==> config.mk <==
export PLATFORM = sky130hd
export DESIGN_NAME = dram_ptm_top
export DESIGN_NICKNAME = d
export VERILOG_FILES = /design/src/rtl/dram_ptm_pkg.sv /design/src/rtl/dram_ptm_array.sv /design/src/rtl/dram_ptm_ctrl.sv /design/src/rtl/dram_ptm_top.sv
export SDC_FILE = /design/constraint.sdc
export NUM_CORES = 1
export LEC_CHECK = 0
export BUFFER_PORTS_ARGS = -buffer_cell sky130_fd_sc_hd__buf_2
export CAP_MARGIN = 10
export CORE_MARGIN = 2
export CORE_UTILIZATION = 65
export DETAILED_ROUTE_END_ITERATION = 8
export PLACE_DENSITY = 0.86
export SLEW_MARGIN = 10
export SYNTH_ARGS = -nofsm -noshare
export SYNTH_HDL_FRONTEND = slang
export SYNTH_SLANG_ARGS = --single-unit
==> constraint.sdc <==
create_clock -name clk -period 3.66 [get_ports clk]
set_clock_uncertainty 0.1 [all_clocks]
set_input_delay 0 -clock clk [delete_from_list [all_inputs] [get_ports clk]]
set_output_delay 0 -clock clk [all_outputs]
set_load 0.1 [all_outputs]
==> src/rtl/dram_ptm_pkg.sv <==
package dram_ptm_pkg;

    typedef enum logic [2:0] {
        ST_IDLE       = 3'd0,
        ST_ROW_OPEN   = 3'd1,
        ST_COL_ACTIVE = 3'd2,
        ST_PAGE_GAP   = 3'd3,
        ST_CBR_CHK    = 3'd4,
        ST_CBR_HOLD   = 3'd5
    } ptm_state_t;

    localparam int SECTORS = 8;

endpackage

==> src/rtl/dram_ptm_array.sv <==
module dram_ptm_array
    import dram_ptm_pkg::*;
#(
    parameter int ROW_W = 4,
    parameter int COL_W = 4
) (
    input  logic             clk,
    input  logic             rst_n,
    input  logic             test_mode,
    input  logic [ROW_W-1:0] row,
    input  logic [COL_W-1:0] col,
    input  logic             wr_en,
    input  logic             wr_bit,
    output logic             rd_bit
);
    localparam int IDX_W = ROW_W + COL_W;
    localparam int DEPTH = 1 << IDX_W;

    logic [DEPTH-1:0]   mem;
    logic [IDX_W-1:0]   sec_idx [SECTORS];
    logic [SECTORS-1:0] sec_bits;

    // checker-side copy of the last broadcast address
    logic               lw_valid;
    logic               lw_bit;
    logic [ROW_W-1:0]   lw_row;
    logic [COL_W-1:0]   lw_col;
    logic [IDX_W-1:0]   chk_idx [SECTORS];
    logic [SECTORS-1:0] chk_bits;

    for (genvar s = 0; s < SECTORS; s++) begin : g_sector
        localparam logic [2:0] SV = 3'(s);
        assign sec_idx[s] = {SV[2], row[ROW_W-2:0], SV[1], col[COL_W-2:1], SV[0]};
        assign sec_bits[s] = mem[sec_idx[s]];
        assign chk_idx[s] = {SV[2], lw_row[ROW_W-2:0], SV[1], lw_col[COL_W-2:1], SV[0]};
        assign chk_bits[s] = mem[chk_idx[s]];
    end

    always_ff @(posedge clk) begin
        if (!rst_n) begin
            mem <= '0;
        end else if (wr_en) begin
            if (test_mode) begin
                for (int s = 0; s < SECTORS; s++) begin
                    mem[sec_idx[s]] <= wr_bit;
                end
            end else begin
                mem[{row, col}] <= wr_bit;
            end
        end
    end

    always_comb begin
        if (test_mode) begin
            rd_bit = (&sec_bits) | (~|sec_bits);
        end else begin
            rd_bit = mem[{row, col}];
        end
    end

    always_ff @(posedge clk) begin
        if (!rst_n) begin
            lw_valid <= 1'b0;
            lw_bit   <= 1'b0;
            lw_row   <= '0;
            lw_col   <= '0;
        end else begin
            lw_valid <= wr_en && test_mode;
            lw_bit   <= wr_bit;
            lw_row   <= row;
            lw_col   <= col;
        end
    end

    // after a broadcast write all eight sectors hold the written bit
    a_r7_broadcast: assert property (@(posedge clk) disable iff (!rst_n)
        lw_valid |-> (chk_bits == {SECTORS{lw_bit}}));

endmodule

==> src/rtl/dram_ptm_ctrl.sv <==
module dram_ptm_ctrl
    import dram_ptm_pkg::*;
#(
    parameter int ROW_W = 4,
    parameter int COL_W = 4,
    parameter int AW    = 4
) (
    input  logic             clk,
    input  logic             rst_n,
    input  logic             ras_n,
    input  logic             cas_n,
    input  logic             we_n,
    input  logic [AW-1:0]    addr,
    input  logic             arr_rd_bit,
    output logic             test_mode,
    output logic [ROW_W-1:0] arr_row,
    output logic [COL_W-1:0] arr_col,
    output logic             arr_wr,
    output logic             dout,
    output logic             dout_oe
);
    ptm_state_t state, state_nx;

    logic             we_q;
    logic             we_ok_q;
    logic             early_q;
    logic             wrote_q;
    logic             rd_q;
    logic [ROW_W-1:0] row_q;
    logic [COL_W-1:0] col_q;

    logic col_fall;
    logic late_wr;
    logic cbr_start;
    logic row_start;
    logic ras_only;

    assign col_fall  = (state == ST_ROW_OPEN || state == ST_PAGE_GAP) && !ras_n && !cas_n;
    assign late_wr   = (state == ST_COL_ACTIVE) && !ras_n && !cas_n && we_q && !we_n && !wrote_q;
    assign cbr_start = (state == ST_IDLE) && !ras_n && !cas_n;
    assign row_start = (state == ST_IDLE) && !ras_n && cas_n;
    assign ras_only  = (state == ST_ROW_OPEN) && ras_n;

    // next-state logic
    always_comb begin
        state_nx = state;
        unique case (state)
            ST_IDLE: begin
                if (!ras_n) state_nx = cas_n ? ST_ROW_OPEN : ST_CBR_CHK;
            end
            ST_ROW_OPEN, ST_PAGE_GAP: begin
                if (ras_n)       state_nx = ST_IDLE;
                else if (!cas_n) state_nx = ST_COL_ACTIVE;
            end
            ST_COL_ACTIVE: begin
                if (ras_n)      state_nx = ST_IDLE;
                else if (cas_n) state_nx = ST_PAGE_GAP;
            end
            ST_CBR_CHK: begin
                state_nx = ras_n ? ST_IDLE : ST_CBR_HOLD;
            end
            ST_CBR_HOLD: begin
                if (ras_n) state_nx = ST_IDLE;
            end
            default: state_nx = ST_IDLE;
        endcase
    end

    // state register and mode flag
    always_ff @(posedge clk) begin
        if (!rst_n) begin
            state     <= ST_IDLE;
            test_mode <= 1'b0;
        end else begin
            state <= state_nx;
            if (state == ST_CBR_CHK) begin
                test_mode <= !we_n && we_ok_q;
            end else if (ras_only) begin
                test_mode <= 1'b0;
            end
        end
    end

    // address and access registers
    always_ff @(posedge clk) begin
        if (!rst_n) begin
            we_q    <= 1'b1;
            we_ok_q <= 1'b0;
            early_q <= 1'b0;
            wrote_q <= 1'b0;
            rd_q    <= 1'b0;
            row_q   <= '0;
            col_q   <= '0;
        end else begin
            we_q <= we_n;
            if (cbr_start) begin
                we_ok_q <= !we_n && !we_q;
            end
            if (row_start) begin
                row_q <= addr[ROW_W-1:0];
            end
            if (col_fall) begin
                col_q   <= addr[COL_W-1:0];
                rd_q    <= arr_rd_bit;
                early_q <= !we_n;
                wrote_q <= !we_n;
            end else if (late_wr) begin
                wrote_q <= 1'b1;
            end
        end
    end

    // outputs
    always_comb begin
        arr_row = row_q;
        arr_col = col_fall ? addr[COL_W-1:0] : col_q;
        arr_wr  = (col_fall && !we_n) || late_wr;
        dout_oe = (state == ST_COL_ACTIVE) && !early_q;
        dout    = dout_oe ? rd_q : 1'b0;
    end

    // test mode is only ever entered from the entry-judgement state
    a_r4_entry_source: assert property (@(posedge clk) disable iff (!rst_n)
        $rose(test_mode) |-> ($past(state) == ST_CBR_CHK));

    // test mode is only left by a refresh decision or a row-only cycle
    a_r6_exit_source: assert property (@(posedge clk) disable iff (!rst_n)
        $fell(test_mode) |-> ($past(state) == ST_CBR_CHK || $past(state) == ST_ROW_OPEN));

    // output only driven after both strobes were sampled low
    a_r2_oe_needs_strobes: assert property (@(posedge clk) disable iff (!rst_n)
        dout_oe |-> $past(!cas_n && !ras_n));

    // an early write never enables the output
    a_r9_early_silent: assert property (@(posedge clk) disable iff (!rst_n)
        (col_fall && !we_n) |=> !dout_oe);

endmodule

==> src/rtl/dram_ptm_top.sv <==
module dram_ptm_top
    import dram_ptm_pkg::*;
#(
    parameter  int ROW_W = 4,
    parameter  int COL_W = 4,
    localparam int AW    = (ROW_W > COL_W) ? ROW_W : COL_W
) (
    input  logic          clk,
    input  logic          rst_n,
    input  logic          ras_n,
    input  logic          cas_n,
    input  logic          we_n,
    input  logic [AW-1:0] addr,
    input  logic          din,
    output logic          dout,
    output logic          dout_oe
);
    logic             test_mode;
    logic [ROW_W-1:0] arr_row;
    logic [COL_W-1:0] arr_col;
    logic             arr_wr;
    logic             arr_rd_bit;

    dram_ptm_ctrl #(.ROW_W(ROW_W), .COL_W(COL_W), .AW(AW)) u_ctrl (
        .clk        (clk),
        .rst_n      (rst_n),
        .ras_n      (ras_n),
        .cas_n      (cas_n),
        .we_n       (we_n),
        .addr       (addr),
        .arr_rd_bit (arr_rd_bit),
        .test_mode  (test_mode),
        .arr_row    (arr_row),
        .arr_col    (arr_col),
        .arr_wr     (arr_wr),
        .dout       (dout),
        .dout_oe    (dout_oe)
    );

    dram_ptm_array #(.ROW_W(ROW_W), .COL_W(COL_W)) u_array (
        .clk       (clk),
        .rst_n     (rst_n),
        .test_mode (test_mode),
        .row       (arr_row),
        .col       (arr_col),
        .wr_en     (arr_wr),
        .wr_bit    (din),
        .rd_bit    (arr_rd_bit)
    );

endmodule

==> results.txt, run 1 <==
Data arrival, critical path -> 4.09 ns
CTS tree -> built
critical path endpoint category -> flip-flop
dpl hpwl -> 50200 µm
Die Area -> 29400 µm²
CP peak stage delay -> 0.57 ns
most common cell after layout, fill and taps aside -> nand2_1
outcome -> complete, but fails checks
clk sink count -> 273
RSZ-0062 raised after global routing -> yes
worst-path fanout max -> 26
Tcrit/Tclk final -> 1.00
Cell Area, Synth -> 18300 µm²
final wirelength -> 74200 µm
Setup WS pre-CTS -> 0.0342 ns
Area growth syn-to-layout -> 11.0%
crit path kind -> flip-flop to flip-flop
DRT iter0 DRCs -> 3621
max cap viols -> 0
Synth Net Count -> 2692
Lkg Pwr -> 5.73 nW
Clock Root Buffer -> clkbuf_16
largest net degree at the start of global routing -> 161
I/O pin total -> 12
Post-synth top flop -> dfxtp_1
routing usage on met3 -> 0.120
Peak supply drop -> 0.000362 V
fmax -> 272 MHz
# H-tree levels -> 1
Clock Pin Slew Worst Setup and Hold Paths -> 0.07 ns
Port Buffers -> 11
Hold Vio Cnt, Final -> 0
Vias/cell -> 6.93
Max-Slew Margin vs Limit -> 0.0860
Post-synth EDFFs -> 0
DR WL/cell -> 24.4 µm
busiest grt layer -> met2
violated checks -> setup timing
ys async rst share -> 0
dpl cells -> 2976
diodes inserted -> 0
Gate Count Post-Synth -> 2682
total chip power -> 0.00655 W
highest-count cells in the layout ignoring fill and taps -> nand2_1 (548), nor2_1 (326), o21ai_0 (298)
Synth Register Bits -> 273
via total after detailed routing -> 21100
RePlAce Congestion -> 1.12
synth unique cells -> 57
Avg Cell Area, Syn -> 6.81 µm²
number of buffers created by CTS -> 29
required time worst endpoint -> 4.08 ns
synth warn -> 0
Clock Tree Buf Depth -> 3
Cell Area, Placed -> 19100 µm²
Setup crit start -> u_ctrl.state[2]
final non-filler cell area -> 20300 µm²
worst skew pair latency -> 0.57 ns
first drt pass iteration count -> 6
R2R Path Start -> u_ctrl.state[2]
fillers -> 2204
Worst setup SP type -> flip-flop
final setup fails -> 1
Antenna Nets Post-Route -> 0
max-slew violations -> 0
worst hold slack -> 0.156 ns
GR Util met1 -> 0.612
DRC violations left -> 0
type of the worst min-delay path -> input pin to flip-flop
Crit-path slowest cell -> or4b_1
register area share after synthesis -> 0.299
core footprint -> 27700 µm²
fin crit period -> 3.68 ns
Finished Layout Cells -> 3037
CP top delay family -> simple AND/OR/NAND/NOR gates
Site Rows -> 61
initial antenna violation count -> 1
share of cells above drive strength 1 -> 0.0951
total global-route track usage -> 0.489
grt met2 use -> 0.743
nets -> 2652
HP Start -> ras_n
vias in the first global route -> 19400
pwr dens -> 323 nW/µm²
CP Cell Sequence -> or4b_1 -> buf_4 -> buf_12 -> mux2_4 -> buf_4 -> nand2_1 -> a32o_1 -> nor4_1 -> nor4_1 -> buf_4 -> o211ai_1 -> o2111ai_1 -> o211ai_2
buffers and inverters on the worst path -> 4
Remaining Overflow, GRT -> 0
Worst Max-Slew Pin Slew -> 1.37 ns
chip width -> 172 µm
Initial Util -> 0.659
most frequent CP cell -> buf_4
Die H -> 172 µm
first-pass GRT wire length -> 111000 µm
final worst slack -> -0.0170 ns
==> report_power, final <==
| part | switching [W] | internal [W] | total, W |
|---|---|---|---|
| combinational | 0.000476 | 0.000225 | 0.000701 |
| clock | 0.00127 | 0.00158 | 0.00285 |
| sequential | 0.0000167 | 0.00298 | 0.00300 |
==> flip-flops by register name (all words and copies together), names as in the netlist <==
name / flops
u_ctrl.rd_q: 1
u_ctrl.early_q: 1
u_ctrl.we_q: 1
u_ctrl.arr_row: 4
u_ctrl.state: 3
u_ctrl.col_q: 4
u_array.mem: 256
u_ctrl.wrote_q: 1
u_ctrl.test_mode: 1
u_ctrl.we_ok_q: 1
==> worst reg2reg max path, delay by kind of cell, from the launching register on <==
kind | cells | cell delay [ns]
compound gates | 4 | 0.67
buf+inv | 4 | 0.93
flops | 1 | 0.31
mux | 1 | 0.51
simple gates | 4 | 1.10
==> per-layer routing <==
metal / routed length [µm] / up-vias
met3: 9960 / 415
met4: 5920 / 0
met5: 0 / -
li1: - / 9281
met1: 27000 / 9768
met2: 31400 / 1592
==> timing repair <==
action                     4_1_cts  5_1_grt
hold buffers                    11        0
buffers inserted                 0        1
setup endpoints to repair        0       98
resized for setup                0       25
hold endpoints to repair       118        0
==> through the flow <==
| stage | TNS (ns) | util |
|---|---|---|
| 4_1_cts | 0 | 0.726 |
| 2_1_floorplan | 0 | - |
| 6_report | -0.0170 | 0.731 |
| 3_3_place_gp | 0 | 0.691 |
| 5_1_grt | -0.0758 | 0.731 |
| 3_5_place_dp | 0 | 0.691 |
==> area by class of cell <==
class	instances	area [µm²]	area share
sequential	273	5470	0.270
timing repair buffer	177	1620	0.0798
clock inverter	7	71.3	0.00352
inverter	6	22.5	0.00111
tap	378	473	0.0233
clock buffer	41	801	0.0395
multi-input combinational	2155	11800	0.583
==> cells by family after synthesis <==
group	share of synthesized area
and+or+nand+nor	0.233
DFF	0.299
AOI/OAI and AO/OA	0.321
muxes	0.0855
buffers and inverters	0.0609
==> cell usage after synthesis, types with 3 or more instances <==
cell type    n  area [µm²]
nand2_1    557        2090
nor2_1     330        1240
o21ai_0    298        1490
a21oi_1    284        1420
dfxtp_1    273        5470
a21boi_0   257        1930
clkbuf_1   167         627
mux2i_1    120        1200
nand3_1     82         410
buf_2       49         245
o22ai_1     32         200
a32oi_1     27         236
a31oi_1     19         119
buf_1       17        63.8
nor4_1      17         106
buf_6       11         124
mux4_2      11         248
and2_1      10        62.6
nand4_1     10        62.6
a311oi_1     9        78.8
nand2b_1     9        56.3
and3_1       8        50.1
nor3_1       8        40.0
a22oi_1      7        52.6
inv_1        6        22.5
a2111oi_0    5        43.8
nor2b_1      5        31.3
buf_4        4        30.0
mux2i_4      4        90.1
o211ai_1     4        30.0
o32ai_1      4        35.0
o221ai_1     3        26.3
==> worst paths after layout <==
kind	end	slack, ns	cells past startpoint
worst max-delay path	u_ctrl.rd_q	-0.02	13
worst min-delay path	u_ctrl.state[0]	0.16	3
worst max register to register	u_ctrl.rd_q	-0.02	13
worst min register to register	u_array.mem[94]	0.40	2
(Power assumes the default switching activity.)
==> run 2: changes to the inputs <==
--- a/config.mk
+++ b/config.mk
@@ -7,6 +7,7 @@
 export LEC_CHECK = 0
 export BUFFER_PORTS_ARGS = -buffer_cell sky130_fd_sc_hd__buf_2
 export CAP_MARGIN = 10
+export CORE_ASPECT_RATIO = 1.5
 export CORE_MARGIN = 2
 export CORE_UTILIZATION = 65
 export DETAILED_ROUTE_END_ITERATION = 8
==> results.txt, run 2 (synthesized netlist as in run 1, its figures left out) <==
outcome -> completed
Hold Path Stages -> 4
Antenna Nets Post-Route -> 0
largest net degree at the start of global routing -> 134
first drt pass iteration count -> 8
clk sink count -> 273
Die H -> 209 µm
most frequent CP cell -> buf_4
type of the worst min-delay path -> input pin to flip-flop
Clock Tree Buf Depth -> 3
dpl hpwl -> 51700 µm
HP Start -> addr[1]
required time worst endpoint -> 4.04 ns
Crit-path slowest cell -> or4b_1
crit path kind -> flip-flop to flip-flop
Endpoint, Worst Hold -> u_ctrl.arr_row[1]
final worst slack -> 0.0799 ns
DRT iter0 DRCs -> 2765
I/O pin total -> 12
# H-tree levels -> 1
fillers -> 2311
CP Cell Sequence -> or4b_1 -> buf_4 -> mux2i_4 -> buf_12 -> buf_12 -> nand2_1 -> buf_4 -> nor2_1 -> buf_4 -> a21oi_1 -> nor2_1 -> nand2_1 -> a21boi_0
Hold Vio Cnt, Final -> 0
FF-to-FF End -> u_array.mem[182]
Remaining Overflow, GRT -> 0
nets -> 2631
fin crit period -> 3.58 ns
DR WL/cell -> 25.2 µm
pwr dens -> 321 nW/µm²
CP peak stage delay -> 0.54 ns
Clock Root Buffer -> clkbuf_16
Worst Max-Slew Pin Slew -> 1.18 ns
Setup TNS -> 0 ns
worst skew pair latency -> 0.57 ns
DRC violations left -> 0
Worst setup SP type -> flip-flop
R2R Path Start -> u_ctrl.state[2]
Port Buffers -> 11
final wirelength -> 75200 µm
Peak supply drop -> 0.000364 V
total global-route track usage -> 0.493
Max-Slew Margin vs Limit -> 0.210
initial antenna violation count -> 1
Clock Pin Slew Worst Setup and Hold Paths -> 0.07 ns
Top reg by flops -> u_array.mem
CTS tree -> built
Site Rows -> 75
via total after detailed routing -> 21100
Vias/cell -> 7.08
vias in the first global route -> 19900
final setup fails -> 0
worst-path fanout max -> 23
Tcrit/Tclk final -> 0.978
RePlAce Congestion -> 1.13
core footprint -> 27800 µm²
worst hold slack -> 0.113 ns
final core occ -> 0.718
Die Area -> 29500 µm²
max cap viols -> 0
highest-count cells in the layout ignoring fill and taps -> nand2_1 (551), nor2_1 (326), o21ai_0 (298)
Initial Util -> 0.657
R2R cell count -> 13
total chip power -> 0.00641 W
share of cells above drive strength 1 -> 0.0834
first-pass GRT wire length -> 114000 µm
critical path endpoint category -> flip-flop
Data arrival, critical path -> 3.96 ns
fmax -> 279 MHz
Area growth syn-to-layout -> 9.28%
R2R setup slack -> 0.08 ns
most common cell after layout, fill and taps aside -> nand2_1
number of buffers created by CTS -> 26
number of flip-flops in the largest register -> 256
Setup WS pre-CTS -> 0.0723 ns
max-slew violations -> 0
chip width -> 141 µm
RSZ-0062 raised after global routing -> no
Lkg Pwr -> 5.61 nW
==> run 2: worst max-delay path: cells and delay by family, from the launching register on <==
family,cells,cell delay [ns]
AOI/OAI and AO/OA,2,0.29
muxes,1,0.22
DFF,1,0.31
and+or+nand+nor,5,1.40
buffers and inverters,5,1.14
==> run 2: final cells by class <==
| type | count | area, µm² | share of cell area |
|---|---|---|---|
| Timing Repair Buffer | 159 | 1450 | 0.0727 |
| Inverter | 6 | 22.5 | 0.00113 |
| Multi-Input combinational cell | 2155 | 11800 | 0.589 |
| Clock buffer | 40 | 744 | 0.0373 |
| Antenna cell | 1 | 2.50 | 0.000125 |
| Clock inverter | 5 | 81.3 | 0.00408 |
| Sequential cell | 273 | 5470 | 0.274 |
| Tap cell | 346 | 433 | 0.0217 |
==> run 2: worst max-delay path by stage <==
stage | cells after the start | end | start
floorplan | 3 | dout | u_ctrl.state[2]
global placement | 11 | u_array.mem[33] | u_ctrl.state[2]
detailed placement | 12 | u_array.mem[32] | u_ctrl.state[2]
CTS | 12 | u_array.mem[232] | u_ctrl.state[2]
global route | 14 | u_ctrl.rd_q | u_ctrl.state[2]
finish | 13 | u_array.mem[182] | u_ctrl.state[2]
==> run 2: layer usage <==
layer  routed length (µm)  track usage
met1                25200        0.559
met2                33100        0.787
met3                 8500        0.118
met4                 8480        0.399
met5                    0            0
==> run 2: power by group <==
group / internal [W] / total (W) / leakage [nW] / switching, W
logic: 0.000221 / 0.000672 / 3.02 / 0.000450
clock network: 0.00154 / 0.00273 / 0.397 / 0.00120
registers: 0.00298 / 0.00301 / 2.20 / 0.0000275
total: 0.00474 / 0.00641 / 5.61 / 0.00167
==> run 2: repair_timing <==
action	in CTS	in global routing
endpoints found under the hold margin	127	0
hold buffers	13	0
buffers inserted	0	4
endpoints found under the setup margin	0	79
gates resized for setup	0	12
==> run 2: per-stage QoR <==
step	cell area, µm²	instances
finish	20000	2985
global route	20000	2985
CTS	19800	2977
detailed placement	18800	2919
global placement	18800	2919
floorplan	18300	2682
